--- src/rtl/pcb_pkg.sv ---
package pcb_pkg;

  typedef enum logic {
    TX_IDLE = 1'b0,
    TX_OPEN = 1'b1
  } tx_state_e;

endpackage

--- src/rtl/pcb_addr_ctr.sv ---
module pcb_addr_ctr #(
  parameter int ADDR_W = 8,
  parameter int PAGE_W = 4
) (
  input  logic              clk,
  input  logic              rst_n,
  input  logic              load,
  input  logic [ADDR_W-1:0] load_addr,
  input  logic              adv,
  input  logic              busy,
  output logic [ADDR_W-1:0] ptr
);

  logic [ADDR_W-1:0] ptr_q, ptr_d;
  logic [PAGE_W-1:0] slot_inc;

  assign slot_inc = ptr_q[PAGE_W-1:0] + 1'b1;

  always_comb begin
    ptr_d = ptr_q;
    if (load) begin
      ptr_d = load_addr;
    end else if (adv) begin
      ptr_d = {ptr_q[ADDR_W-1:PAGE_W], slot_inc};
    end
  end

  always_ff @(posedge clk or negedge rst_n) begin
    if (!rst_n) begin
      ptr_q <= '0;
    end else if (load || adv) begin
      ptr_q <= ptr_d;
    end
  end

  assign ptr = ptr_q;

  AST_PAGE_FIXED: assert property (@(posedge clk) disable iff (!rst_n)
    (!load && adv) |=> (ptr[ADDR_W-1:PAGE_W] == $past(ptr[ADDR_W-1:PAGE_W])));

  AST_PTR_FROZEN: assert property (@(posedge clk) disable iff (!rst_n)
    (busy && $past(busy)) |-> $stable(ptr));

endmodule

--- src/rtl/pcb_page_buf.sv ---
module pcb_page_buf #(
  parameter int PAGE_W = 4,
  parameter int DATA_W = 8
) (
  input  logic              clk,
  input  logic              rst_n,
  input  logic              clr,
  input  logic              wr_en,
  input  logic [PAGE_W-1:0] wr_slot,
  input  logic [DATA_W-1:0] wr_data,
  input  logic [PAGE_W-1:0] rd_slot,
  output logic [DATA_W-1:0] rd_data,
  output logic              rd_valid,
  output logic              any_valid
);

  localparam int SLOTS = 1 << PAGE_W;

  logic [DATA_W-1:0] data_q [SLOTS];
  logic [SLOTS-1:0]  valid_q;

  for (genvar s = 0; s < SLOTS; s++) begin : g_slot
    logic hit;
    logic valid_d;

    assign hit = wr_en && (wr_slot == PAGE_W'(s));

    always_comb begin
      valid_d = valid_q[s];
      if (clr) begin
        valid_d = 1'b0;
      end else if (hit) begin
        valid_d = 1'b1;
      end
    end

    always_ff @(posedge clk or negedge rst_n) begin
      if (!rst_n) begin
        valid_q[s] <= 1'b0;
      end else if (clr || hit) begin
        valid_q[s] <= valid_d;
      end
    end

    always_ff @(posedge clk or negedge rst_n) begin
      if (!rst_n) begin
        data_q[s] <= '0;
      end else if (hit) begin
        data_q[s] <= wr_data;
      end
    end
  end

  assign rd_data   = data_q[rd_slot];
  assign rd_valid  = valid_q[rd_slot];
  assign any_valid = |valid_q;

  AST_CLR_EMPTIES: assert property (@(posedge clk) disable iff (!rst_n)
    clr |=> !any_valid);

endmodule

--- src/rtl/pcb_commit_timer.sv ---
module pcb_commit_timer #(
  parameter int WR_CYCLES = 200,
  parameter int CNT_W     = 8
) (
  input  logic             clk,
  input  logic             rst_n,
  input  logic             go,
  output logic             busy,
  output logic [CNT_W-1:0] cnt
);

  localparam logic [CNT_W-1:0] LAST = CNT_W'(WR_CYCLES - 1);

  logic             busy_q, busy_d;
  logic [CNT_W-1:0] cnt_q, cnt_d;

  always_comb begin
    busy_d = busy_q;
    cnt_d  = cnt_q;
    if (busy_q) begin
      if (cnt_q == LAST) begin
        busy_d = 1'b0;
        cnt_d  = '0;
      end else begin
        cnt_d  = cnt_q + 1'b1;
      end
    end else if (go) begin
      busy_d = 1'b1;
      cnt_d  = '0;
    end
  end

  always_ff @(posedge clk or negedge rst_n) begin
    if (!rst_n) begin
      busy_q <= 1'b0;
      cnt_q  <= '0;
    end else if (busy_q || go) begin
      busy_q <= busy_d;
      cnt_q  <= cnt_d;
    end
  end

  assign busy = busy_q;
  assign cnt  = cnt_q;

  AST_BUSY_HOLDS: assert property (@(posedge clk) disable iff (!rst_n)
    $rose(busy) |=> busy);

  AST_BUSY_FULL_LEN: assert property (@(posedge clk) disable iff (!rst_n)
    $fell(busy) |-> ($past(cnt) == LAST));

endmodule

--- src/rtl/page_commit_buffer.sv ---
module page_commit_buffer #(
  parameter int ADDR_W    = 8,
  parameter int PAGE_W    = 4,
  parameter int DATA_W    = 8,
  parameter int WR_CYCLES = 200
) (
  input  logic              clk,
  input  logic              rst_n,
  input  logic              txn_begin,
  input  logic [ADDR_W-1:0] txn_addr,
  input  logic              byte_stb,
  input  logic [DATA_W-1:0] byte_in,
  input  logic              stop_evt,
  input  logic              start_evt,
  input  logic              wp,
  output logic              busy,
  output logic [ADDR_W-1:0] cur_ptr,
  output logic              mem_we,
  output logic [ADDR_W-1:0] mem_addr,
  output logic [DATA_W-1:0] mem_wdata
);

  import pcb_pkg::*;

  localparam int PAGE_BYTES = 1 << PAGE_W;
  localparam int CNT_W      = $clog2(WR_CYCLES) + 1;
  localparam logic [CNT_W-1:0] SCAN_END = CNT_W'(PAGE_BYTES);

  tx_state_e tx_q, tx_d;

  logic              begin_ok, byte_ok, stop_ok, start_ok;
  logic              go;
  logic [CNT_W-1:0]  tcnt;
  logic [PAGE_W-1:0] scan_slot;
  logic              scan_phase;
  logic [DATA_W-1:0] slot_data;
  logic              slot_valid;
  logic              any_valid;

  // Accepted events: all inputs are ignored while a commit runs.
  assign begin_ok = txn_begin && !busy;
  assign byte_ok  = byte_stb  && !busy && (tx_q == TX_OPEN) && !txn_begin;
  assign stop_ok  = stop_evt  && !busy && (tx_q == TX_OPEN) && !txn_begin;
  assign start_ok = start_evt && !busy && (tx_q == TX_OPEN) && !txn_begin;

  always_comb begin
    tx_d = tx_q;
    if (begin_ok) begin
      tx_d = TX_OPEN;
    end else if (stop_ok || start_ok) begin
      tx_d = TX_IDLE;
    end
  end

  always_ff @(posedge clk or negedge rst_n) begin
    if (!rst_n) begin
      tx_q <= TX_IDLE;
    end else if (begin_ok || stop_ok || start_ok) begin
      tx_q <= tx_d;
    end
  end

  // A byte on the same clock as the Stop is taken first but cannot count yet.
  assign go = stop_ok && any_valid && !wp;

  pcb_addr_ctr #(
    .ADDR_W (ADDR_W),
    .PAGE_W (PAGE_W)
  ) u_ptr (
    .clk       (clk),
    .rst_n     (rst_n),
    .load      (begin_ok),
    .load_addr (txn_addr),
    .adv       (byte_ok),
    .busy      (busy),
    .ptr       (cur_ptr)
  );

  pcb_page_buf #(
    .PAGE_W (PAGE_W),
    .DATA_W (DATA_W)
  ) u_buf (
    .clk       (clk),
    .rst_n     (rst_n),
    .clr       (begin_ok),
    .wr_en     (byte_ok),
    .wr_slot   (cur_ptr[PAGE_W-1:0]),
    .wr_data   (byte_in),
    .rd_slot   (scan_slot),
    .rd_data   (slot_data),
    .rd_valid  (slot_valid),
    .any_valid (any_valid)
  );

  pcb_commit_timer #(
    .WR_CYCLES (WR_CYCLES),
    .CNT_W     (CNT_W)
  ) u_tmr (
    .clk   (clk),
    .rst_n (rst_n),
    .go    (go),
    .busy  (busy),
    .cnt   (tcnt)
  );

  assign scan_slot  = tcnt[PAGE_W-1:0];
  assign scan_phase = busy && (tcnt < SCAN_END);
  assign mem_we     = scan_phase && slot_valid;
  assign mem_addr   = {cur_ptr[ADDR_W-1:PAGE_W], scan_slot};
  assign mem_wdata  = slot_data;

  AST_WE_IN_BUSY: assert property (@(posedge clk) disable iff (!rst_n)
    mem_we |-> busy);

  AST_COMMIT_ON_STOP: assert property (@(posedge clk) disable iff (!rst_n)
    $rose(busy) |-> $past(stop_evt));

  AST_WP_BLOCKS: assert property (@(posedge clk) disable iff (!rst_n)
    $rose(busy) |-> !$past(wp));

  AST_ONE_COMMIT: assert property (@(posedge clk) disable iff (!rst_n)
    (busy && $past(busy)) |-> (tx_q == TX_IDLE));

endmodule

--- config.mk ---
export PLATFORM = sky130hd
export DESIGN_NAME = page_commit_buffer
export DESIGN_NICKNAME = d
export VERILOG_FILES = /design/src/rtl/pcb_pkg.sv /design/src/rtl/pcb_addr_ctr.sv /design/src/rtl/pcb_page_buf.sv /design/src/rtl/pcb_commit_timer.sv /design/src/rtl/page_commit_buffer.sv
export SDC_FILE = /design/constraint.sdc
export NUM_CORES = 1
export LEC_CHECK = 0
export ABC_CLOCK_PERIOD_IN_PS = 4900
export BUFFER_PORTS_ARGS = -buffer_cell sky130_fd_sc_hd__buf_2
export CAP_MARGIN = 20
export CORE_UTILIZATION = 25
export DETAILED_ROUTE_END_ITERATION = 7
export PLACE_DENSITY = 0.46
export SLEW_MARGIN = 15
export SYNTH_ARGS = -nofsm -noshare
export SYNTH_HDL_FRONTEND = slang
export SYNTH_SLANG_ARGS = --single-unit
--- constraint.sdc ---
create_clock -name clk -period 4.9 [get_ports clk]
set_input_delay 0.735 -clock clk [delete_from_list [all_inputs] [get_ports clk]]
set_output_delay 0.735 -clock clk [all_outputs]
set_load 0.01 [all_outputs]
==> results of run 1 <==
[kinds of logic (layout without fill, tap and decap cells)]
kind of cell | count (synthesis) | in the layout
muxes | 183 | 183
DFF | 163 | 163
and+or+nand+nor | 106 | 106
AOI/OAI and AO/OA | 58 | 58
buffers and inverters | 50 | 97
xor gates and xnor gates | 6 | 6
adders and majority gates | 5 | 5
[cells in the final DEF, fill, tap and decap left out, types with 3 or more instances in the layout]
master,instances
a21o_1,5
a21oi_1,8
a221oi_1,16
a22oi_1,8
and2_1,4
buf_2,47
buf_4,10
bufinv_16,5
clkbuf_16,17
clkinv_4,3
clkinvlp_4,3
dfrtp_1,162
ha_1,5
inv_1,6
mux2_2,128
mux2i_1,34
mux4_2,20
nand2_1,62
nand3_1,5
nor2_1,7
nor2b_1,5
nor3_1,5
nor4_1,5
o21ai_0,13
o2bb2ai_1,3
xnor2_1,4
[per-stage QoR]
| step | std cells | setup WS, ns |
|---|---|---|
| 2_1_floorplan | 571 | 2.38 |
| 3_3_place_gp | 976 | 1.75 |
| 3_5_place_dp | 976 | 1.71 |
| 4_1_cts | 1008 | 1.23 |
| 5_1_grt | 1008 | 1.09 |
| 6_report | 1008 | 1.29 |
[worst max-delay path by stage]
stage              endpoint  slack [ns]    startpoint
3_3_place_gp         mem_we        1.75  u_tmr.cnt[1]
6_report       mem_wdata[5]        1.29  u_tmr.cnt[1]
4_1_cts        mem_wdata[7]        1.23  u_tmr.cnt[1]
5_1_grt        mem_wdata[2]        1.09  u_tmr.cnt[1]
2_1_floorplan        mem_we        2.38  u_tmr.cnt[1]
3_5_place_dp   mem_wdata[7]        1.71  u_tmr.cnt[1]
[final cells by class]
| class | instances | area share |
|---|---|---|
| clock buffers | 20 | 0.0515 |
| clock inverters | 12 | 0.0230 |
| inverters | 7 | 0.00296 |
| multi-input cells | 358 | 0.371 |
| flip-flops and latches | 163 | 0.460 |
| well taps | 390 | 0.0550 |
| repair buffers | 58 | 0.0363 |
[metal layers]
layer	wire length, um	part of all wire	global-route usage
met2	9450	0.48	0.216
met4	311	0.016	0.0431
met1	9140	0.46	0.185
met5	0	0	0
met3	796	0.040	0.0248
[power groups by stage]
stage / logic (mW) / clock network [mW] / registers (mW)
floorplan: 0.0246 / 0 / 1.38
finish: 0.0757 / 1.48 / 1.36
CTS: 0.0791 / 1.52 / 1.36
detailed placement: 0.0789 / 0 / 1.38
global route: 0.0877 / 1.57 / 1.36
global placement: 0.0750 / 0 / 1.38
[Yosys cell counts, drive strengths merged (6+ instances only)]
cell type,instances,area share
dfrtp,163,0.54
mux2,128,0.19
nand2,62,0.031
mux2i,34,0.045
clkbuf,22,0.011
buf,21,0.018
mux4,21,0.063
a221oi,16,0.018
o21ai,13,0.0085
a21oi,8,0.0053
a22oi,8,0.0079
nor2,8,0.0043
inv,6,0.0030
[flip-flops by register name, summed over array words and instances (netlist names)]
signal and count:
u_buf.data_q 128, u_buf.valid_q 16, u_tmr.cnt 9, u_ptr.ptr 8
tx_q 1, u_tmr.busy 1
==> impl_metrics.csv, run 1 <==
group,metric,value,unit
status,outcome,"complete, no violations",
synth,synthXorXnorAreaFrac,0.00690,
power_and_ir_drop,seq_power_share,0.466,
clock_tree,cts_setup_buffers,0,
finish,nets,633,
clock_tree,cts-buffers-inserted,17,
setup_path,crit_required,4.16,ns
setup_path,cpPeakStageDelay,0.96,ns
grt,grt_overflow,0,
setup_path,cp_top_family,"flip-flops",
timing,maxSlewHeadroom,0.366,
setup_path,rr_startpoint,"u_tmr.busy",
grt,grt_pass1_vias,5116,
die,die_area,31200,sq um
setup_path,crit_path_start_kind,"register",
clock_tree,htree_levels,4,
finish,diodes,0,
setup_path,path_buf_inv,1,
clock_tree,clockBufferDepth,2,
finish,multi_input_area,3290,sq um
timing,rsz0062_at_grt,"no",
synth,synthMuxAreaShare,0.296,
synth,yosys.area_share.simple,0.0660,
place,placed_cell_area,8210,sq um
synth,syn_area_per_cell,13.3,sq um
setup_path,path_cells,"and2_1 -> a221oi_1 -> o21ai_0 -> nand2_1 -> buf_2",
power_and_ir_drop,p_switching,609,uW
grt,grt_pass1_wl,31200,um
clock_tree,cts_root_buf,"clkbuf_16",
power_and_ir_drop,power_frac_clock,0.508,
setup_path,rr_worst_depth,4,
timing,fmax,0.277,GHz
routing,drtPass1Iterations,5,
grt,grt_max_degree,92,
clock_tree,clk_pin_slew_worst_paths,0.06,ns
routing,post-route-drc-count,0,
routing,postRouteAntennaNets,0,
timing,worst_pin_slew,0.952,ns
routing,via_per_inst,4.80,
die,rows,63,
power_and_ir_drop,p_leak,4.53,nW
timing,final.min_clock_period,3.61,ns
synth,syn-cell-area,7620,sq um
finish,final_util,0.298,
timing,period_share,0.737,
clock_tree,cts_hold_buf,0,
timing,setup_violations,0,
synth,postSynthCellCount,571,
synth,synth_top_family_by_area,"multiplexers",
synth,synth.yosys.warnings,0,
place,place_congestion,0.759,
die,die_x,177,um
synth,ys_seq_area_frac,0.535,
finish,seq_area,4080,sq um
power_and_ir_drop,peakVddDrop,193,uV
timing,fin_skew,0.0111,ns
routing,drtIter0Drc,279,
finish,area_delta_synth_final,16.4,%
synth,yosysUniqueCellTypes,43,
clock_tree,clkLatencyLatePin,0.43,ns
die,fp.dieH,177,um
timing,finalMaxSlewViolations,0,
power_and_ir_drop,p_int,2.30,mW
finish,fin_area,8870,sq um
setup_path,reg2reg_to,"u_buf.data_q[2]",
power_and_ir_drop,switching_share,0.209,
clock_tree,ctsResizeCount,0,
synth,synthArstFlopShare,1.00,
power_and_ir_drop,fin_total_pwr,2.91,mW
power_and_ir_drop,p_per_area,328,nW/um^2
grt,grt_usage,0.135,
flow_run,max_cap_violations,0,
setup_path,cp_num_cells,5,
place,portBuffers,48,
place,dp_hpwl,12600,um
synth,synth_nets,599,
synth,synth_edf_count,0,
clock_tree,cts_tree,"yes",
die,coreArea,29800,sq um
clock_tree,clock_sinks,163,
setup_path,end_kind,"output pin",
setup_path,path_class,"reg2out",
synth,ys_ff_latch,163,
routing,drt_wl_total,19700,um
power_and_ir_drop,p_comb_frac,0.026,
setup_path,arrival,2.88,ns
synth,synth_fa_ha_area_frac,0.00821,
setup_path,cp_slowest_cell,"dfrtp_1",
grt,antenna_found_initial,0,
timing,whs,0.397,ns
finish,drive_gt1_frac,0.395,
synth,ys.flop_type,"dfrtp_1",
timing,setup_tns,0,ns
die,io_pins,49,
timing,hold_viol,0,
die,start_util,0.256,
setup_path,r2r_slack,2.54,ns
routing,vias,4837,
finish,nFillCells,3019,
synth,synth_compound_area_frac,0.0544,
setup_path,crit_fanout,18,
worst_hold_path,hp-class,"in2async",
routing,wl_per_cell,19.5,um
(Power assumes the default switching activity.)
==> run 2, diff against run 1 <==
- ABC_CLOCK_PERIOD_IN_PS: 4900 -> 3200
- PLACE_DENSITY: 0.46 -> 0.47
- clock period: 4.9 -> 3.2 ns (I/O delays scaled with it)
==> impl_metrics.csv, run 2 (same netlist as run 1, synthesis figures left out) <==
group,metric,value,unit
power_and_ir_drop,p_per_area,488,nW/um^2
die,coreArea,29800,sq um
power_and_ir_drop,seq_power_share,0.480,
die,die_x,177,um
setup_path,cp_slowest_cell,"dfrtp_4",
die,die_area,31200,sq um
power_and_ir_drop,peakVddDrop,274,uV
clock_tree,clk_pin_slew_worst_paths,0.07,ns
finish,layout_commonest_cell,"dfrtp_1",
grt,grt_usage,0.132,
routing,post-route-drc-count,0,
finish,drive_gt1_frac,0.403,
die,rows,63,
setup_path,cpPeakStageDelay,0.62,ns
clock_tree,cts_tree,"yes",
timing,whs,0.0125,ns
place,place_inst,979,
timing,fin_ws,0.241,ns
routing,drtPass1Iterations,4,
setup_path,crit_required,2.72,ns
finish,largest_register_ffs,128,
timing,setup_violations,0,
routing,drtIter0Drc,269,
finish,fin_area,8880,sq um
place,place_congestion,0.757,
routing,via_per_inst,4.75,
clock_tree,cts_root_buf,"clkbuf_16",
power_and_ir_drop,p_switching,982,uW
status,outcome,"complete, no violations",
finish,final_cell_mix,"dfrtp_1, mux2_2, nand2_1",
power_and_ir_drop,fin_total_pwr,4.33,mW
clock_tree,cts-buffers-inserted,17,
timing,finalMaxSlewViolations,0,
clock_tree,htree_levels,4,
clock_tree,clockBufferDepth,2,
routing,vias,4800,
setup_path,crit_path_start_kind,"register",
timing,final.min_clock_period,2.96,ns
routing,postRouteAntennaNets,0,
grt,grt_overflow,0,
timing,hold_viol,0,
setup_path,end_kind,"output pin",
power_and_ir_drop,p_comb_frac,0.027,
place,placed_cell_area,8260,sq um
place,dp_slack,0.520,ns
power_and_ir_drop,switching_share,0.227,
timing,maxSlewHeadroom,0.416,
clock_tree,cts_hold_buf,0,
routing,drt_wl_total,19500,um
place,dp_hpwl,12800,um
flow_run,max_cap_violations,0,
finish,regMostFlops,"u_buf.data_q",
setup_path,crit_fanout,18,
timing,period_share,0.925,
routing,wl_per_cell,19.2,um
finish,nets,636,
power_and_ir_drop,p_leak,4.54,nW
place,portBuffers,48,
clock_tree,clock_sinks,163,
grt,grt_max_degree,71,
die,fp.dieH,177,um
finish,diodes,0,
finish,final_util,0.298,
die,io_pins,49,
setup_path,rr_worst_depth,4,
power_and_ir_drop,power_frac_clock,0.493,
timing,fmax,0.338,GHz
setup_path,path_cells,"buf_4 -> mux4_2 -> a22oi_1 -> nand2_1 -> buf_2",
timing,worst_pin_slew,0.873,ns
grt,grt_pass1_vias,5036,
timing,setup_tns,0,ns
power_and_ir_drop,p_int,3.35,mW
timing,fin_skew,0.00728,ns
grt,grt_pass1_wl,30500,um
clock_tree,clkLatencyLatePin,0.42,ns
finish,nFillCells,3009,
timing,rsz0062_at_grt,"no",
finish,finalNonFillerCells,1011,
finish,area_delta_synth_final,16.6,%
worst_hold_path,hp-class,"in2async",
setup_path,arrival,2.48,ns
grt,antenna_found_initial,1,
setup_path,path_class,"reg2out",
die,start_util,0.256,
-- run 2: changes by cell type in the layout (fill, tap and decap cells not counted), sizes merged --
cell	previous run	this run
buf	58	61
clkinv	5	4
clkbuf	20	17
bufinv	5	3
inv	6	12
-- run 2: power by group through the flow --
| stage | logic [mW] | clock network [mW] | registers [mW] |
|---|---|---|---|
| floorplan | 0.0376 | 0 | 2.12 |
| global route | 0.136 | 2.29 | 2.08 |
| CTS | 0.122 | 2.20 | 2.08 |
| global placement | 0.116 | 0 | 2.12 |
| detailed placement | 0.121 | 0 | 2.12 |
| finish | 0.117 | 2.14 | 2.08 |
-- run 2: repair_timing --
action	in CTS	in global routing
setup endpoints to repair	0	8
gates resized for setup	0	2
setup buffers	0	0
-- run 2: area by class of cell --
cell class	count	area (sq um)	share of cell area
inverter	7	26.3	0.00296
multi-input combinational	358	3290	0.371
sequential	163	4080	0.460
tap	390	488	0.0550
timing repair buffer	61	369	0.0416
clock inverter	15	194	0.0218
clock buffer	17	425	0.0479
-- run 2: path summary, 6_finish.rpt --
path	slack (ns)	endpoint	from
max in group asynchronous	2.27	u_buf.data_q[5]	rst_n
hold / removal	0.01	u_ptr.ptr[0]	rst_n
hold reg to reg	0.50	u_buf.data_q[43]	u_buf.data_q[43]
setup / recovery	0.24	mem_wdata[0]	u_tmr.cnt[0]
min in group clk	0.25	u_ptr.ptr[6]	txn_addr[6]
setup reg to reg	0.80	u_buf.data_q[12]	u_tmr.busy
-- run 2: worst max-delay path: cells and delay by family (launching register included) --
kind	cells	cell delay [ns]
simple gates	1	0.09
flops	1	0.62
compound gates	1	0.21
mux	1	0.58
buf+inv	2	0.54
-- run 2: per-layer routing --
| metal | part of all wire | GRT usage | up-vias | wire length (um) |
|---|---|---|---|---|
| met2 | 0.49 | 0.213 | 86 | 9520 |
| li1 | - | - | 2158 | - |
| met1 | 0.45 | 0.173 | 2538 | 8780 |
| met4 | 0.018 | 0.0499 | 2 | 357 |
| met5 | 0.00087 | 0 | - | 17 |
| met3 | 0.040 | 0.0289 | 16 | 780 |
==> run 3, diff against run 2 <==
- ABC_AREA: not set -> 1
- SETUP_SLACK_MARGIN: not set -> 0.4
==> impl_metrics.csv, run 3 <==
group,metric,value,unit
synth,synth_edf_count,0,
grt,grt_max_degree,81,
die,rows,65,
setup_path,crit_path_start_kind,"register",
grt,grt_pass1_wl,37800,um
timing,final.min_clock_period,2.67,ns
routing,drt_wl_total,23700,um
timing,fmax,0.374,GHz
finish,largest_register_ffs,128,
clock_tree,htree_levels,4,
routing,via_per_inst,4.64,
setup_path,cpPeakStageDelay,0.57,ns
setup_path,cp_slowest_cell,"dfrtp_4",
finish,diodes,0,
grt,grt_usage,0.150,
synth,synthXorXnorAreaFrac,0,
setup_path,path_buf_inv,3,
flow_run,max_cap_violations,0,
clock_tree,cts_setup_buffers,0,
setup_path,arrival,2.19,ns
setup_path,crit_top_cell,"nand2_1",
synth,yosys.area.top_type,"dfrtp_1",
place,dp_hpwl,14900,um
synth,synthArstFlopShare,1.00,
routing,post-route-drc-count,0,
synth,ys.flop_type,"dfrtp_1",
clock_tree,clock_sinks,163,
timing,finalMaxSlewViolations,0,
die,die_area,32900,sq um
status,outcome,"complete, no violations",
setup_path,path_class,"reg2out",
die,die_x,181,um
place,portBuffers,48,
finish,regMostFlops,"u_buf.data_q",
routing,drtIter0Drc,500,
power_and_ir_drop,peakVddDrop,360,uV
synth,synth.yosys.warnings,0,
setup_path,crit_required,2.72,ns
grt,grt_pass1_vias,6296,
timing,worst_pin_slew,0.807,ns
finish,drive_gt1_frac,0.181,
routing,wl_per_cell,17.2,um
routing,drtPass1Iterations,5,
die,start_util,0.255,
setup_path,crit_fanout,37,
timing,setup_tns,0,ns
synth,yosysUniqueCellTypes,35,
grt,grt_overflow,0,
synth,synth_top_family_by_area,"simple AND/OR/NAND/NOR gates",
grt,antenna_found_initial,0,
timing,hold_viol,0,
synth,netlist_top_cells_count,"nand2_1, dfrtp_1, o21ai_1",
setup_path,cp_top_family,"flip-flops",
synth,synth_compound_area_frac,0.170,
finish,final_cell_mix,"nand2_1, dfrtp_1, o21ai_1",
power_and_ir_drop,p_leak,4.20,nW
finish,area_delta_synth_final,14.1,%
power_and_ir_drop,p_per_area,470,nW/um^2
synth,synth_top_area_share,0.507,
clock_tree,clkLatencyLatePin,0.44,ns
synth,synthTopCellsByArea,"dfrtp_1, nand2_1, o21ai_2, o21ai_1, o21ai_0",
timing,period_share,0.835,
clock_tree,cts_root_buf,"clkbuf_16",
setup_path,path_cells,"inv_2 -> buf_16 -> nand2_1 -> nand3_1 -> nand2_1 -> a21oi_1 -> nand2_1 -> nand2_1 -> buf_2",
worst_hold_path,hp-class,"in2async",
clock_tree,cts_tree,"yes",
place,place_congestion,0.761,
die,coreArea,31600,sq um
synth,postSynthCellCount,945,
clock_tree,cts-buffers-inserted,17,
synth,synthMostInstantiatedCell,"nand2_1",
synth,synth_nets,973,
finish,layout_commonest_cell,"nand2_1",
synth,synth_fa_ha_area_frac,0.00778,
synth,synthMuxAreaShare,0,
die,fp.dieH,181,um
routing,vias,6384,
timing,maxSlewHeadroom,0.462,
clock_tree,clk_pin_slew_worst_paths,0.07,ns
synth,yosys.area_share.simple,0.249,
finish,nets,990,
synth,ys_ff_latch,163,
timing,setup_violations,0,
routing,postRouteAntennaNets,0,
die,io_pins,49,
timing,rsz0062_at_grt,"no",
synth,syn-cell-area,8040,sq um
timing,fin_skew,0.0122,ns
synth,syn_area_per_cell,8.51,sq um
clock_tree,clockBufferDepth,2,
finish,final_util,0.291,
synth,ys_seq_area_frac,0.507,
setup_path,end_kind,"output pin",
-- run 3: through the flow --
| step | worst slack, ns | hold slack, ns | std cells | total power [mW] | instance area (sq um) |
|---|---|---|---|---|---|
| floorplan | 1.41 | 0.184 | 945 | 2.20 | 8040 |
| global placement | 0.782 | 0.462 | 1344 | 2.29 | 8550 |
| detailed placement | 0.791 | 0.463 | 1344 | 2.29 | 8550 |
| CTS | 0.421 | 0.126 | 1375 | 4.36 | 9130 |
| global route | 0.397 | 0.166 | 1376 | 4.45 | 9170 |
| finish | 0.529 | 0.102 | 1376 | 4.31 | 9170 |
-- run 3: what timing repair did --
action / 4_1_cts / 5_1_grt
cloned: 0 / 1
hold buffers: 0 / 0
gates resized for setup: 1 / 5
endpoints found under the setup margin: 3 / 5
-- run 3: path summary, 6_finish.rpt --
path                                          end  cells past startpoint  slack [ns]              start
worst max-delay path                 mem_wdata[5]                      9        0.53       u_tmr.cnt[0]
worst min-delay path                 u_ptr.ptr[3]                      1        0.10              rst_n
worst max register to register   u_buf.data_q[99]                      5        1.16         u_tmr.busy
worst min register to register  u_buf.data_q[116]                      2        0.48  u_buf.data_q[116]
max in group asynchronous         u_buf.data_q[9]                      2        2.35              rst_n
min in group clk                     u_ptr.ptr[4]                      3        0.25        txn_addr[4]
-- run 3: metal layers --
metal  up-vias  global-route usage  routed length (um)
met3        18              0.0258                 771
met1      3086               0.210               11800
li1       3162                   -                   -
met5         -                   0                   0
met2       118               0.237               10900
met4         0              0.0424                 263
-- run 3: cell families after synthesis --
kind of cell    Yosys count
fa+ha+maj                 5
compound gates          227
flops                   163
buf+inv                 104
simple gates            446
-- run 3: cell type report --
cell class	count	area, sq um
clock buffers	21	480
clock inverters	10	100
fillers	3411	22400
inverters	41	163
multi-input cells	678	3430
flip-flops and latches	163	4080
well taps	402	503
repair buffers	61	410
-- run 3: power breakdown --
group	switching, mW	internal, mW
registers	0.0171	2.07
clock network	0.901	1.16
logic	0.123	0.0359
